[src/rtl/fram_seq_pkg.sv]
package fram_seq_pkg;

  typedef enum logic [2:0] {
    CMD_READ   = 3'd0,
    CMD_WRITE  = 3'd1,
    CMD_FILL   = 3'd2,
    CMD_STATUS = 3'd3,
    CMD_WEN    = 3'd4,
    CMD_WDIS   = 3'd5,
    CMD_IDENT  = 3'd6,
    CMD_NONE   = 3'd7
  } cmd_e;

  typedef enum logic [2:0] {
    ST_BOOT, ST_IDLE, ST_LOAD, ST_XFER, ST_WRWAIT, ST_RDPUSH, ST_CSOFF
  } seq_st_e;

  typedef enum logic [1:0] {
    STG_OPC, STG_ADR, STG_DAT
  } stage_e;

  function automatic logic [7:0] opcode_of(cmd_e c);
    case (c)
      CMD_READ:   opcode_of = 8'h03;
      CMD_WRITE:  opcode_of = 8'h02;
      CMD_FILL:   opcode_of = 8'h02;
      CMD_STATUS: opcode_of = 8'h05;
      CMD_WEN:    opcode_of = 8'h06;
      CMD_WDIS:   opcode_of = 8'h04;
      CMD_IDENT:  opcode_of = 8'h9F;
      default:    opcode_of = 8'h00;
    endcase
  endfunction

endpackage

[src/rtl/spi_byte_shift.sv]
module spi_byte_shift #(
  parameter int CLK_DIV = 4
) (
  input  logic       clk,
  input  logic       rst,
  input  logic       start,
  input  logic [7:0] tx_byte,
  output logic       done,
  output logic [7:0] rx_byte,
  output logic       sclk,
  output logic       mosi,
  input  logic       miso
);
  localparam int CNT_W = (CLK_DIV > 1) ? $clog2(CLK_DIV) : 1;
  localparam logic [CNT_W-1:0] DIV_LAST = CNT_W'(CLK_DIV - 1);

  logic             active;
  logic [CNT_W-1:0] div;
  logic [2:0]       bitn;
  logic [7:0]       tsh;

  always_ff @(posedge clk) begin
    if (rst) begin
      active  <= 1'b0;
      div     <= '0;
      bitn    <= '0;
      tsh     <= '0;
      rx_byte <= '0;
      sclk    <= 1'b0;
      mosi    <= 1'b0;
      done    <= 1'b0;
    end else begin
      done <= 1'b0;
      if (!active) begin
        if (start) begin
          active <= 1'b1;
          tsh    <= tx_byte;
          mosi   <= tx_byte[7];
          bitn   <= '0;
          div    <= '0;
          sclk   <= 1'b0;
        end
      end else if (div == DIV_LAST) begin
        div <= '0;
        if (!sclk) begin
          sclk    <= 1'b1;
          rx_byte <= {rx_byte[6:0], miso};
        end else begin
          sclk <= 1'b0;
          if (bitn == 3'd7) begin
            active <= 1'b0;
            done   <= 1'b1;
          end else begin
            bitn <= bitn + 3'd1;
            tsh  <= {tsh[6:0], 1'b0};
            mosi <= tsh[6];
          end
        end
      end else begin
        div <= div + 1'b1;
      end
    end
  end

  // data is held steady across the high phase of the clock
  p_mosi_hold_r1: assert property (@(posedge clk) disable iff (rst)
    (sclk && $past(sclk)) |-> $stable(mosi));

  // a byte ends with the clock back at its idle level
  p_done_idle_r1: assert property (@(posedge clk) disable iff (rst)
    done |-> (!sclk && !active));

endmodule

[src/rtl/fram_seq_ctrl.sv]
module fram_seq_ctrl
  import fram_seq_pkg::*;
#(
  parameter int LEN_W      = 8,
  parameter int DENS_LIMIT = 5
) (
  input  logic             clk,
  input  logic             rst,
  input  logic             cmd_start,
  input  logic [2:0]       cmd_sel,
  input  logic [23:0]      cmd_addr,
  input  logic [LEN_W-1:0] cmd_len,
  input  logic [7:0]       cmd_fill,
  output logic             busy,
  output logic             addr24,
  input  logic [7:0]       wr_data,
  input  logic             wr_valid,
  output logic             wr_ready,
  output logic [7:0]       rd_data,
  output logic             rd_valid,
  input  logic             rd_ready,
  output logic             cs_n,
  output logic             sh_start,
  output logic [7:0]       sh_tx,
  input  logic             sh_done,
  input  logic [7:0]       sh_rx
);
  localparam int CW = (LEN_W > 3) ? LEN_W : 3;
  localparam logic [4:0] DLIM = 5'(DENS_LIMIT);

  seq_st_e      st;
  stage_e       stg;
  cmd_e         cur;
  cmd_e         sel_c;
  logic [23:0]  addr_q;
  logic [7:0]   fill_q;
  logic [CW-1:0] cnt;
  logic [CW-1:0] load_cnt;
  logic [1:0]   alen;
  logic [1:0]   idx;
  logic         boot;
  logic         has_addr;
  logic         is_rx;
  logic [7:0]   adr_byte;

  assign sel_c = cmd_e'(cmd_sel);

  always_comb begin
    has_addr = (cur == CMD_READ) || (cur == CMD_WRITE) || (cur == CMD_FILL);
    is_rx    = (cur == CMD_READ) || (cur == CMD_STATUS) || (cur == CMD_IDENT);
    case (alen)
      2'd3:    adr_byte = addr_q[23:16];
      2'd2:    adr_byte = addr_q[15:8];
      default: adr_byte = addr_q[7:0];
    endcase
    case (sel_c)
      CMD_READ, CMD_WRITE, CMD_FILL: load_cnt = CW'(cmd_len);
      CMD_STATUS:                    load_cnt = CW'(1);
      CMD_IDENT:                     load_cnt = CW'(4);
      default:                       load_cnt = '0;
    endcase
  end

  always_ff @(posedge clk) begin
    if (rst) begin
      st       <= ST_BOOT;
      stg      <= STG_OPC;
      cur      <= CMD_IDENT;
      busy     <= 1'b1;
      cs_n     <= 1'b1;
      addr24   <= 1'b0;
      boot     <= 1'b1;
      rd_valid <= 1'b0;
      rd_data  <= '0;
      wr_ready <= 1'b0;
      sh_start <= 1'b0;
      sh_tx    <= '0;
      addr_q   <= '0;
      fill_q   <= '0;
      cnt      <= '0;
      alen     <= '0;
      idx      <= '0;
    end else begin
      sh_start <= 1'b0;
      case (st)
        ST_BOOT: begin
          cs_n <= 1'b0;
          cur  <= CMD_IDENT;
          stg  <= STG_OPC;
          cnt  <= CW'(4);
          idx  <= '0;
          st   <= ST_LOAD;
        end
        ST_IDLE: begin
          if (cmd_start && sel_c != CMD_NONE) begin
            busy   <= 1'b1;
            cs_n   <= 1'b0;
            cur    <= sel_c;
            addr_q <= cmd_addr;
            fill_q <= cmd_fill;
            stg    <= STG_OPC;
            idx    <= '0;
            cnt    <= load_cnt;
            st     <= ST_LOAD;
          end
        end
        ST_LOAD: begin
          case (stg)
            STG_OPC: begin
              sh_tx    <= opcode_of(cur);
              sh_start <= 1'b1;
              st       <= ST_XFER;
            end
            STG_ADR: begin
              sh_tx    <= adr_byte;
              sh_start <= 1'b1;
              st       <= ST_XFER;
            end
            default: begin
              if (cnt == '0) begin
                cs_n <= 1'b1;
                st   <= ST_CSOFF;
              end else if (cur == CMD_WRITE) begin
                wr_ready <= 1'b1;
                st       <= ST_WRWAIT;
              end else begin
                sh_tx    <= (cur == CMD_FILL) ? fill_q : 8'h00;
                sh_start <= 1'b1;
                st       <= ST_XFER;
              end
            end
          endcase
        end
        ST_WRWAIT: begin
          if (wr_valid) begin
            wr_ready <= 1'b0;
            sh_tx    <= wr_data;
            sh_start <= 1'b1;
            st       <= ST_XFER;
          end
        end
        ST_XFER: begin
          if (sh_done) begin
            case (stg)
              STG_OPC: begin
                if (has_addr) begin
                  stg  <= STG_ADR;
                  alen <= addr24 ? 2'd3 : 2'd2;
                end else begin
                  stg <= STG_DAT;
                end
                st <= ST_LOAD;
              end
              STG_ADR: begin
                alen <= alen - 2'd1;
                if (alen == 2'd1) stg <= STG_DAT;
                st <= ST_LOAD;
              end
              default: begin
                cnt <= cnt - 1'b1;
                idx <= idx + 2'd1;
                if (boot) begin
                  if (idx == 2'd2) addr24 <= (sh_rx[4:0] > DLIM);
                  st <= ST_LOAD;
                end else if (is_rx) begin
                  rd_data  <= sh_rx;
                  rd_valid <= 1'b1;
                  st       <= ST_RDPUSH;
                end else begin
                  st <= ST_LOAD;
                end
              end
            endcase
          end
        end
        ST_RDPUSH: begin
          if (rd_ready) begin
            rd_valid <= 1'b0;
            st       <= ST_LOAD;
          end
        end
        ST_CSOFF: begin
          busy <= 1'b0;
          boot <= 1'b0;
          st   <= ST_IDLE;
        end
        default: st <= ST_IDLE;
      endcase
    end
  end

  // an offered read byte stays put until taken
  p_rd_hold_r6: assert property (@(posedge clk) disable iff (rst)
    (rd_valid && !rd_ready) |=> (rd_valid && $stable(rd_data)));

  // a pending write request waits for the stream
  p_wr_wait_r7: assert property (@(posedge clk) disable iff (rst)
    (wr_ready && !wr_valid) |=> wr_ready);

  // with no command in progress the memory is deselected
  p_idle_quiet_r13: assert property (@(posedge clk) disable iff (rst)
    !busy |-> cs_n);

  // the start-up identify never feeds the read stream
  p_boot_silent_r3: assert property (@(posedge clk) disable iff (rst)
    boot |-> !rd_valid);

endmodule

[src/rtl/fram_cmd_seq.sv]
module fram_cmd_seq #(
  parameter int CLK_DIV    = 4,
  parameter int LEN_W      = 8,
  parameter int DENS_LIMIT = 5
) (
  input  logic             clk,
  input  logic             rst,
  input  logic             cmd_start,
  input  logic [2:0]       cmd_sel,
  input  logic [23:0]      cmd_addr,
  input  logic [LEN_W-1:0] cmd_len,
  input  logic [7:0]       cmd_fill,
  output logic             busy,
  output logic             addr24,
  input  logic [7:0]       wr_data,
  input  logic             wr_valid,
  output logic             wr_ready,
  output logic [7:0]       rd_data,
  output logic             rd_valid,
  input  logic             rd_ready,
  output logic             spi_sclk,
  output logic             spi_mosi,
  input  logic             spi_miso,
  output logic             spi_cs_n
);
  logic       sh_start;
  logic [7:0] sh_tx;
  logic       sh_done;
  logic [7:0] sh_rx;

  fram_seq_ctrl #(
    .LEN_W      (LEN_W),
    .DENS_LIMIT (DENS_LIMIT)
  ) u_ctrl (
    .clk       (clk),
    .rst       (rst),
    .cmd_start (cmd_start),
    .cmd_sel   (cmd_sel),
    .cmd_addr  (cmd_addr),
    .cmd_len   (cmd_len),
    .cmd_fill  (cmd_fill),
    .busy      (busy),
    .addr24    (addr24),
    .wr_data   (wr_data),
    .wr_valid  (wr_valid),
    .wr_ready  (wr_ready),
    .rd_data   (rd_data),
    .rd_valid  (rd_valid),
    .rd_ready  (rd_ready),
    .cs_n      (spi_cs_n),
    .sh_start  (sh_start),
    .sh_tx     (sh_tx),
    .sh_done   (sh_done),
    .sh_rx     (sh_rx)
  );

  spi_byte_shift #(
    .CLK_DIV (CLK_DIV)
  ) u_shift (
    .clk     (clk),
    .rst     (rst),
    .start   (sh_start),
    .tx_byte (sh_tx),
    .done    (sh_done),
    .rx_byte (sh_rx),
    .sclk    (spi_sclk),
    .mosi    (spi_mosi),
    .miso    (spi_miso)
  );

  // no clock edge reaches a deselected memory
  p_sclk_needs_cs_r2: assert property (@(posedge clk) disable iff (rst)
    spi_sclk |-> !spi_cs_n);

  // busy clears on the cycle after deselect
  p_busy_after_cs_r2: assert property (@(posedge clk) disable iff (rst)
    $rose(spi_cs_n) |=> !busy);

  // deselect is only ever raised while still busy
  p_cs_rise_busy_r2: assert property (@(posedge clk) disable iff (rst)
    $rose(spi_cs_n) |-> busy);

endmodule

[config.mk]
export PLATFORM = sky130hd
export DESIGN_NAME = fram_cmd_seq
export DESIGN_NICKNAME = d
export VERILOG_FILES = /design/src/rtl/fram_seq_pkg.sv /design/src/rtl/spi_byte_shift.sv /design/src/rtl/fram_seq_ctrl.sv /design/src/rtl/fram_cmd_seq.sv
export SDC_FILE = /design/constraint.sdc
export NUM_CORES = 1
export LEC_CHECK = 0
export ABC_AREA = 0
export BUFFER_PORTS_ARGS = -buffer_cell sky130_fd_sc_hd__buf_2
export CAP_MARGIN = 0
export CELL_PAD_IN_SITES_DETAIL_PLACEMENT = 0
export CELL_PAD_IN_SITES_GLOBAL_PLACEMENT = 1
export CORE_AREA = 2 2 141 143
export CTS_BUF_LIST = sky130_fd_sc_hd__clkbuf_8
export CTS_CLUSTER_SIZE = 30
export DETAILED_ROUTE_END_ITERATION = 10
export DIE_AREA = 0 0 143 145
export PLACE_DENSITY = 0.57
export SETUP_SLACK_MARGIN = 0.2
export SYNTH_ARGS = -nofsm -noshare
export SYNTH_HDL_FRONTEND = slang
export SYNTH_SLANG_ARGS = --single-unit
[constraint.sdc]
create_clock -name clk -period 2.3 [get_ports clk]
set_input_delay 0.345 -clock clk [delete_from_list [all_inputs] [get_ports clk]]
set_output_delay 0.345 -clock clk [all_outputs]
set_load 0.01 [all_outputs]
Yosys cells after proc, flatten, opt, wreduce, memory -nomap -nowiden
Cells that the tools add are included.
W data, S select, Z words.

word-level totals
  flip-flop bits (word level) = 99
  input bits = 57

cells by class
  add/sub/neg operators = 5
  magnitude comparators = 1
  equal/unequal tests = 43
  mux-type cells = 88
  bitwise logic cells = 5
  reductions and logical operators = 38

operators with widths
  kind                  number
  $mux W8               7
  $mux W3               16
  $pmux W8 S2           3
  $pmux W8 S3           2
  $pmux W8 S6           1
  $mux W7               5
  $mux W1               33
  $eq A3 B3 Y1 const B  8
  $reduce_and A4 Y1     6
  $mux W2               10
  $reduce_and A5 Y1     4
  $eq A3 B2 Y1 const B  6
  $pmux W3 S6           1
  $ne A2 B2 Y1 const B  8
  $ne A2 B1 Y1 const B  7
  $pmux W2 S3           2
  $reduce_bool A2 Y1    6
  $eq A3 B1 Y1 const B  3
  $logic_not A3 Y1      3
  $eq A2 B2 Y1 const B  4
  $logic_not A8 Y1      1
  $ne A4 B4 Y1 const B  2
  $pmux W1 S2           4
  $pmux W2 S2           2
  other kinds (22)      36

Depth between registers and ports, before layout
  depth in word-level cells = 8
  mapped depth = 9
  gate-level depth less buffers = 7

Modules after synthesis
A second synthesis with hierarchy kept.

second synthesis, totals
  cells, all modules = 556
  area total of the unflattened synthesis = 4,730.8 µm²

modules (own cells, without submodules)
  module          times used  cells each  area an instance (µm²)  sequential area each (µm²)
  fram_seq_ctrl   1           459         3,706.1                 1,501.4
  spi_byte_shift  1           97          1,024.7                 480.5

Worst setup path before layout
Ideal clock, no wire load.

  kind = reg2reg
  start point = reg u_ctrl.alen[0]
  end point = reg u_ctrl.sh_tx[1]
  setup time = 0.087 ns
  arrival time = 1.647 ns
  data required time = 2.213 ns
  setup slack = 0.566 ns
  cell stages (with the launch flop) = 9
  cells stage by stage = dfxtp_1 inv_1 ha_1 buf_2 nor2_1 nand2_1 a311oi_1 o22ai_1 o31ai_1

on the way
  word-level cells in the longest chain between the ends = 4
  elaborated cells on any way between the ends = 5

RTL lines
  what                    RTL line              text
  from (decl)             fram_seq_ctrl.sv:39   logic [1:0] alen;
  from (signal assigned)  fram_seq_ctrl.sv:148  alen <= addr24 ? 2'd3 : 2'd2;
  from (signal assigned)  fram_seq_ctrl.sv:155  alen <= alen - 2'd1;
  $eq A2 B2 Y1            fram_seq_ctrl.sv:51   case (alen)
  $pmux W8 S2 *           fram_seq_ctrl.sv:51
  $pmux W8 S2 *           fram_seq_ctrl.sv:108  case (stg)
  $pmux W8 S2 *           fram_seq_ctrl.sv:85   case (st)
  to (signal assigned)    fram_seq_ctrl.sv:110  sh_tx <= opcode_of(cur);
  to (signal assigned)    fram_seq_ctrl.sv:115  sh_tx <= adr_byte;
  to (signal assigned)    fram_seq_ctrl.sv:127  sh_tx <= (cur == CMD_FILL) ? fill_q : 8'h00;
  to (decl)               fram_seq_ctrl.sv:24   output logic [7:0] sh_tx,

Mark *: on every way between the ends. The rest lies on a longest branch, timed or not.
A chain may end at the register's enable or synchronous reset.

Final worst setup path
  start point = reg u_ctrl.st[1]
  end point = reg u_ctrl.fill_q[4]

on the way
  word-level cells in the longest chain between the ends = 2

RTL lines
  what                         RTL line              text
  from (decl)                  fram_seq_ctrl.sv:31   seq_st_e st;
  from (signal assigned)       fram_seq_ctrl.sv:66   st <= ST_BOOT;
  from (signal assigned)       fram_seq_ctrl.sv:92   st <= ST_LOAD;
  from (signal assigned)       fram_seq_ctrl.sv:104  st <= ST_LOAD;
  $eq A3 B1 Y1                 fram_seq_ctrl.sv:85
  $reduce_and A2 Y1 (no line)  n/a
  to (signal assigned)         fram_seq_ctrl.sv:100  fill_q <= cmd_fill;
  to (decl)                    fram_seq_ctrl.sv:36   logic [7:0] fill_q;

No other way between the ends.

==> impl_results.md <==
- CTS root buffer: sky130_fd_sc_hd__clkbuf_8
- VDD IR-drop max: 0.221 mV
- Maximum fanout count along the critical path: 32
- Clock-pin slew on the worst setup and hold paths: 0.10 ns
- Core Footprint: 0.0192 mm^2
- Summed instance area of the synthesized netlist: 0.00470 mm^2
- Startpoint of the worst register-to-register path: u_ctrl.st[1]
- Per-instance average area after synthesis: 8.30 um^2
- Fill count: 2114
- Clock buffers created by TritonCTS: 9
- Via count of the first global-routing pass: 4134
- Leakage component of the power: 2.04 nW
- Post-detailed-routing wire length: 13200 um
- FMAX: 515 MHz
- Clock power share: 0.315
- Fraction of power consumed by combinational cells: 0.146
- Max transition margin: 0.542
- Largest area contributor in the netlist: sky130_fd_sc_hd__dfxtp_1
- IO buf count: 71
- Last weighted congestion value of the routability-driven placer: 0.812
- Area growth, synth to finish: 17.7%
- Maximum capacitance violations: 0
- Share of the synthesized area in the top cell type: 0.422
- Worst slack after detailed placement: 0.313 ns
- Overall Power: 3.44 mW
- Endpoint with the worst hold slack: u_ctrl.addr_q[12]
- Worst setup skew after layout: 0.0174 ns
- Net switching power: 1.03 mW
- Critical path start-end classification: reg2reg
- Synthesized Nets: 632
- Switching power as a share of total power: 0.298
- Internal cell power: 2.41 mW
- Setup repair after global routing missed its margin: no
- Dominant synthesized flop cell: sky130_fd_sc_hd__dfxtp_1
- Fin nets: 691
- HPWL Detailed: 9830 um
- Cells taking the most area after synthesis: sky130_fd_sc_hd__dfxtp_1, sky130_fd_sc_hd__nand2_1, sky130_fd_sc_hd__a21oi_1
- Die H: 145 um
- Hold path depth: 3
- Global-route wire length before repair: 21700 um
- Number of cells on the worst reg-to-reg path: 7
- Areal power density over the cells: 622 mW/mm^2
- Worst-skew pair later-pin latency: 0.39 ns
- Status: finished, final reports clean
- Final worst slack: 0.356 ns
- CP endpoint kind: flop
- Vias after detailed routing: 4175
- GRT Residual Overflow: 0
- Post-synthesis sequential area ratio: 0.422
- Worst slew pin tran: 0.687 ns
- Synthesis Warnings: 0
- Horizontal die dimension: 143 um
- Worst path required time: 2.61 ns
- Row count: 51
- Commonest non-fill, non-tap cell in the layout: sky130_fd_sc_hd__nand2_1
- # placed instances: 879
- Total GRT Usage: 0.132
- Startpoint of the worst hold path: cmd_addr[12]
- Class of the tightest hold or removal check: in2reg
- I/O pin cnt: 72
- Setup TNS: 0 ns
- Setup violation total in the final timing report: 0
- Seq pwr share: 0.540
- Drt wl/cell: 14.8 um
- Detailed-route DRC error count: 0
- Synthesized instance count: 566
- Maximum number of pins on one net before global-route repair: 42
- Clock tree from TritonCTS: built
- DRT Pass-1 Iters: 4
- Clock sink count: 99
- Final Slew Violations: 0
- Antenna Diode Count: 0
- DRT iter0 DRCs: 223
- RR Endpoint: u_ctrl.fill_q[4]
- Area enclosed by the die boundary: 0.0207 mm^2
- DRT antenna net count: 0
- Initial standard-cell utilization of the core: 0.245
- Post-CTS setup-driven buffer insertion count: 0
- Number of enable-type register cells in the synthesized netlist: 0
- Hold violation count in the final report: 0
- Number of distinct library cells after synthesis: 70
- Worst-case register-to-register setup slack: 0.36 ns
- Worst endpoint data arrival time: 2.26 ns
- Post-route clock period utilization: 0.845
- Startpoint Class: flop
- Post-route insts no fill: 895
- Post-layout minimum cycle time: 1.94 ns
- Flops & latches, synth: 99
- Largest buffer count on any clock path: 2
- Maximum level of the CTS H-tree: 3
- Commonest non-fill, non-tap cells in the layout: sky130_fd_sc_hd__nand2_1, sky130_fd_sc_hd__dfxtp_1, sky130_fd_sc_hd__buf_2
- Post-synth ARST share: 0
- Core utilization of the finished layout: 0.288
- Vias per cell: 4.66
- Number of antenna violations at the first check in global routing: 1
- Share of post-route cells with drive strength above 1: 0.200
## synthesized netlist by cell type (3+ instances only)
cell type                  number
sky130_fd_sc_hd__nand2_1      110
sky130_fd_sc_hd__dfxtp_1       99
sky130_fd_sc_hd__a21oi_1       70
sky130_fd_sc_hd__nor2_1        50
sky130_fd_sc_hd__mux2i_1       17
sky130_fd_sc_hd__a211oi_1      15
sky130_fd_sc_hd__buf_2         15
sky130_fd_sc_hd__clkbuf_1      14
sky130_fd_sc_hd__o21ai_0       13
sky130_fd_sc_hd__nor3_1        10
sky130_fd_sc_hd__a22o_1         9
sky130_fd_sc_hd__a31oi_1        9
sky130_fd_sc_hd__ha_1           9
sky130_fd_sc_hd__nor2b_1        9
sky130_fd_sc_hd__inv_1          8
sky130_fd_sc_hd__a22oi_1        7
sky130_fd_sc_hd__nand3_1        7
sky130_fd_sc_hd__a21o_1         5
sky130_fd_sc_hd__a32o_1         5
sky130_fd_sc_hd__buf_1          5
sky130_fd_sc_hd__buf_4          5
sky130_fd_sc_hd__nand2b_1       4
sky130_fd_sc_hd__or2_2          4
sky130_fd_sc_hd__or3_1          4
sky130_fd_sc_hd__a221o_1        3
sky130_fd_sc_hd__nand3b_1       3
sky130_fd_sc_hd__nand4_1        3
sky130_fd_sc_hd__nor3b_1        3
sky130_fd_sc_hd__xnor2_1        3
## flip-flops by register name, indices dropped and copies added, names as in the netlist, 3 cells and up
register,flops
u_ctrl.addr_q,24
u_ctrl.cur,3
u_ctrl.sh_tx,8
u_ctrl.cnt,8
u_ctrl.st,3
u_shift.rx_byte,8
u_ctrl.fill_q,8
u_shift.tsh,7
u_shift.bitn,3
u_ctrl.rd_data,8
## logic make-up (layout without fill, tap and decap cells)
family,after synthesis,in the layout,share of synthesized area
XOR/XNOR,4,4,0.00746
adder cells (fa/ha/maj),9,9,0.0240
multiplexers,18,18,0.0386
AND/OR/NAND/NOR,225,225,0.224
flip-flops,99,99,0.422
AO/OA/AOI/OAI,163,163,0.237
buffers and inverters,48,112,0.0463
## power groups by stage
stage | Combinational [mW] | Sequential, mW | Clock (mW)
after floorplan | 0.361 | 1.87 | 0
after CTS | 0.504 | 1.86 | 1.14
after global routing | 0.564 | 1.87 | 1.20
final | 0.501 | 1.86 | 1.08
after detailed placement | 0.502 | 1.90 | 0
after global placement | 0.496 | 1.90 | 0
## repair_timing
item                       CTS  global route
hold buffers                 0             0
setup endpoints to repair    0             9
hold endpoints to repair     0             0
resized for setup            0             3
## cell type report
cell class                 instances  area, um^2  share of cell area
clock inverter                     7        60.1              0.0109
timing repair buffer              87         488              0.0883
tap                              265         332              0.0600
sequential                        99        1980               0.358
multi-input combinational        419        2510               0.454
inverter                           9        33.8             0.00611
clock buffer                       9         124              0.0224
## per-stage QoR
stage / hold WS (ns) / area [um^2]
2_1_floorplan: 0.424 / 4700
3_3_place_gp: 0.442 / 5340
3_5_place_dp: 0.448 / 5340
4_1_cts: 0.164 / 5520
5_1_grt: 0.169 / 5530
6_report: 0.186 / 5530
## worst max path at each step
| stage | endpoint | cells after the start | from |
|---|---|---|---|
| final | u_ctrl.fill_q[4] | 7 | u_ctrl.st[1] |
| after global routing | u_ctrl.addr_q[20] | 7 | u_ctrl.st[1] |
| after CTS | u_ctrl.sh_tx[1] | 7 | u_ctrl.cnt[0] |
| after detailed placement | u_ctrl.sh_tx[1] | 7 | u_ctrl.cnt[0] |
| after global placement | u_ctrl.addr_q[8] | 7 | u_ctrl.st[2] |
| after floorplan | u_ctrl.sh_tx[1] | 8 | u_ctrl.alen[0] |
## critical path, stage by stage (launching register included)
cell and delay [ns]:
sky130_fd_sc_hd__dfxtp_1 0.40, sky130_fd_sc_hd__buf_4 0.22, sky130_fd_sc_hd__or3b_1 0.42, sky130_fd_sc_hd__nand2b_4 0.18, sky130_fd_sc_hd__nor2_4 0.07, sky130_fd_sc_hd__buf_4 0.32, sky130_fd_sc_hd__nand2_1 0.11, sky130_fd_sc_hd__a21oi_1 0.13
## layer usage
metal,routed length (um),vias to the layer above,global-route usage
li1,-,2123,-
met1,6120,1962,0.174
met2,6360,71,0.208
met3,532,17,0.0290
met4,210,2,0.0505
met5,13,-,0
Note: power is estimated with default switching activity, not from simulation.
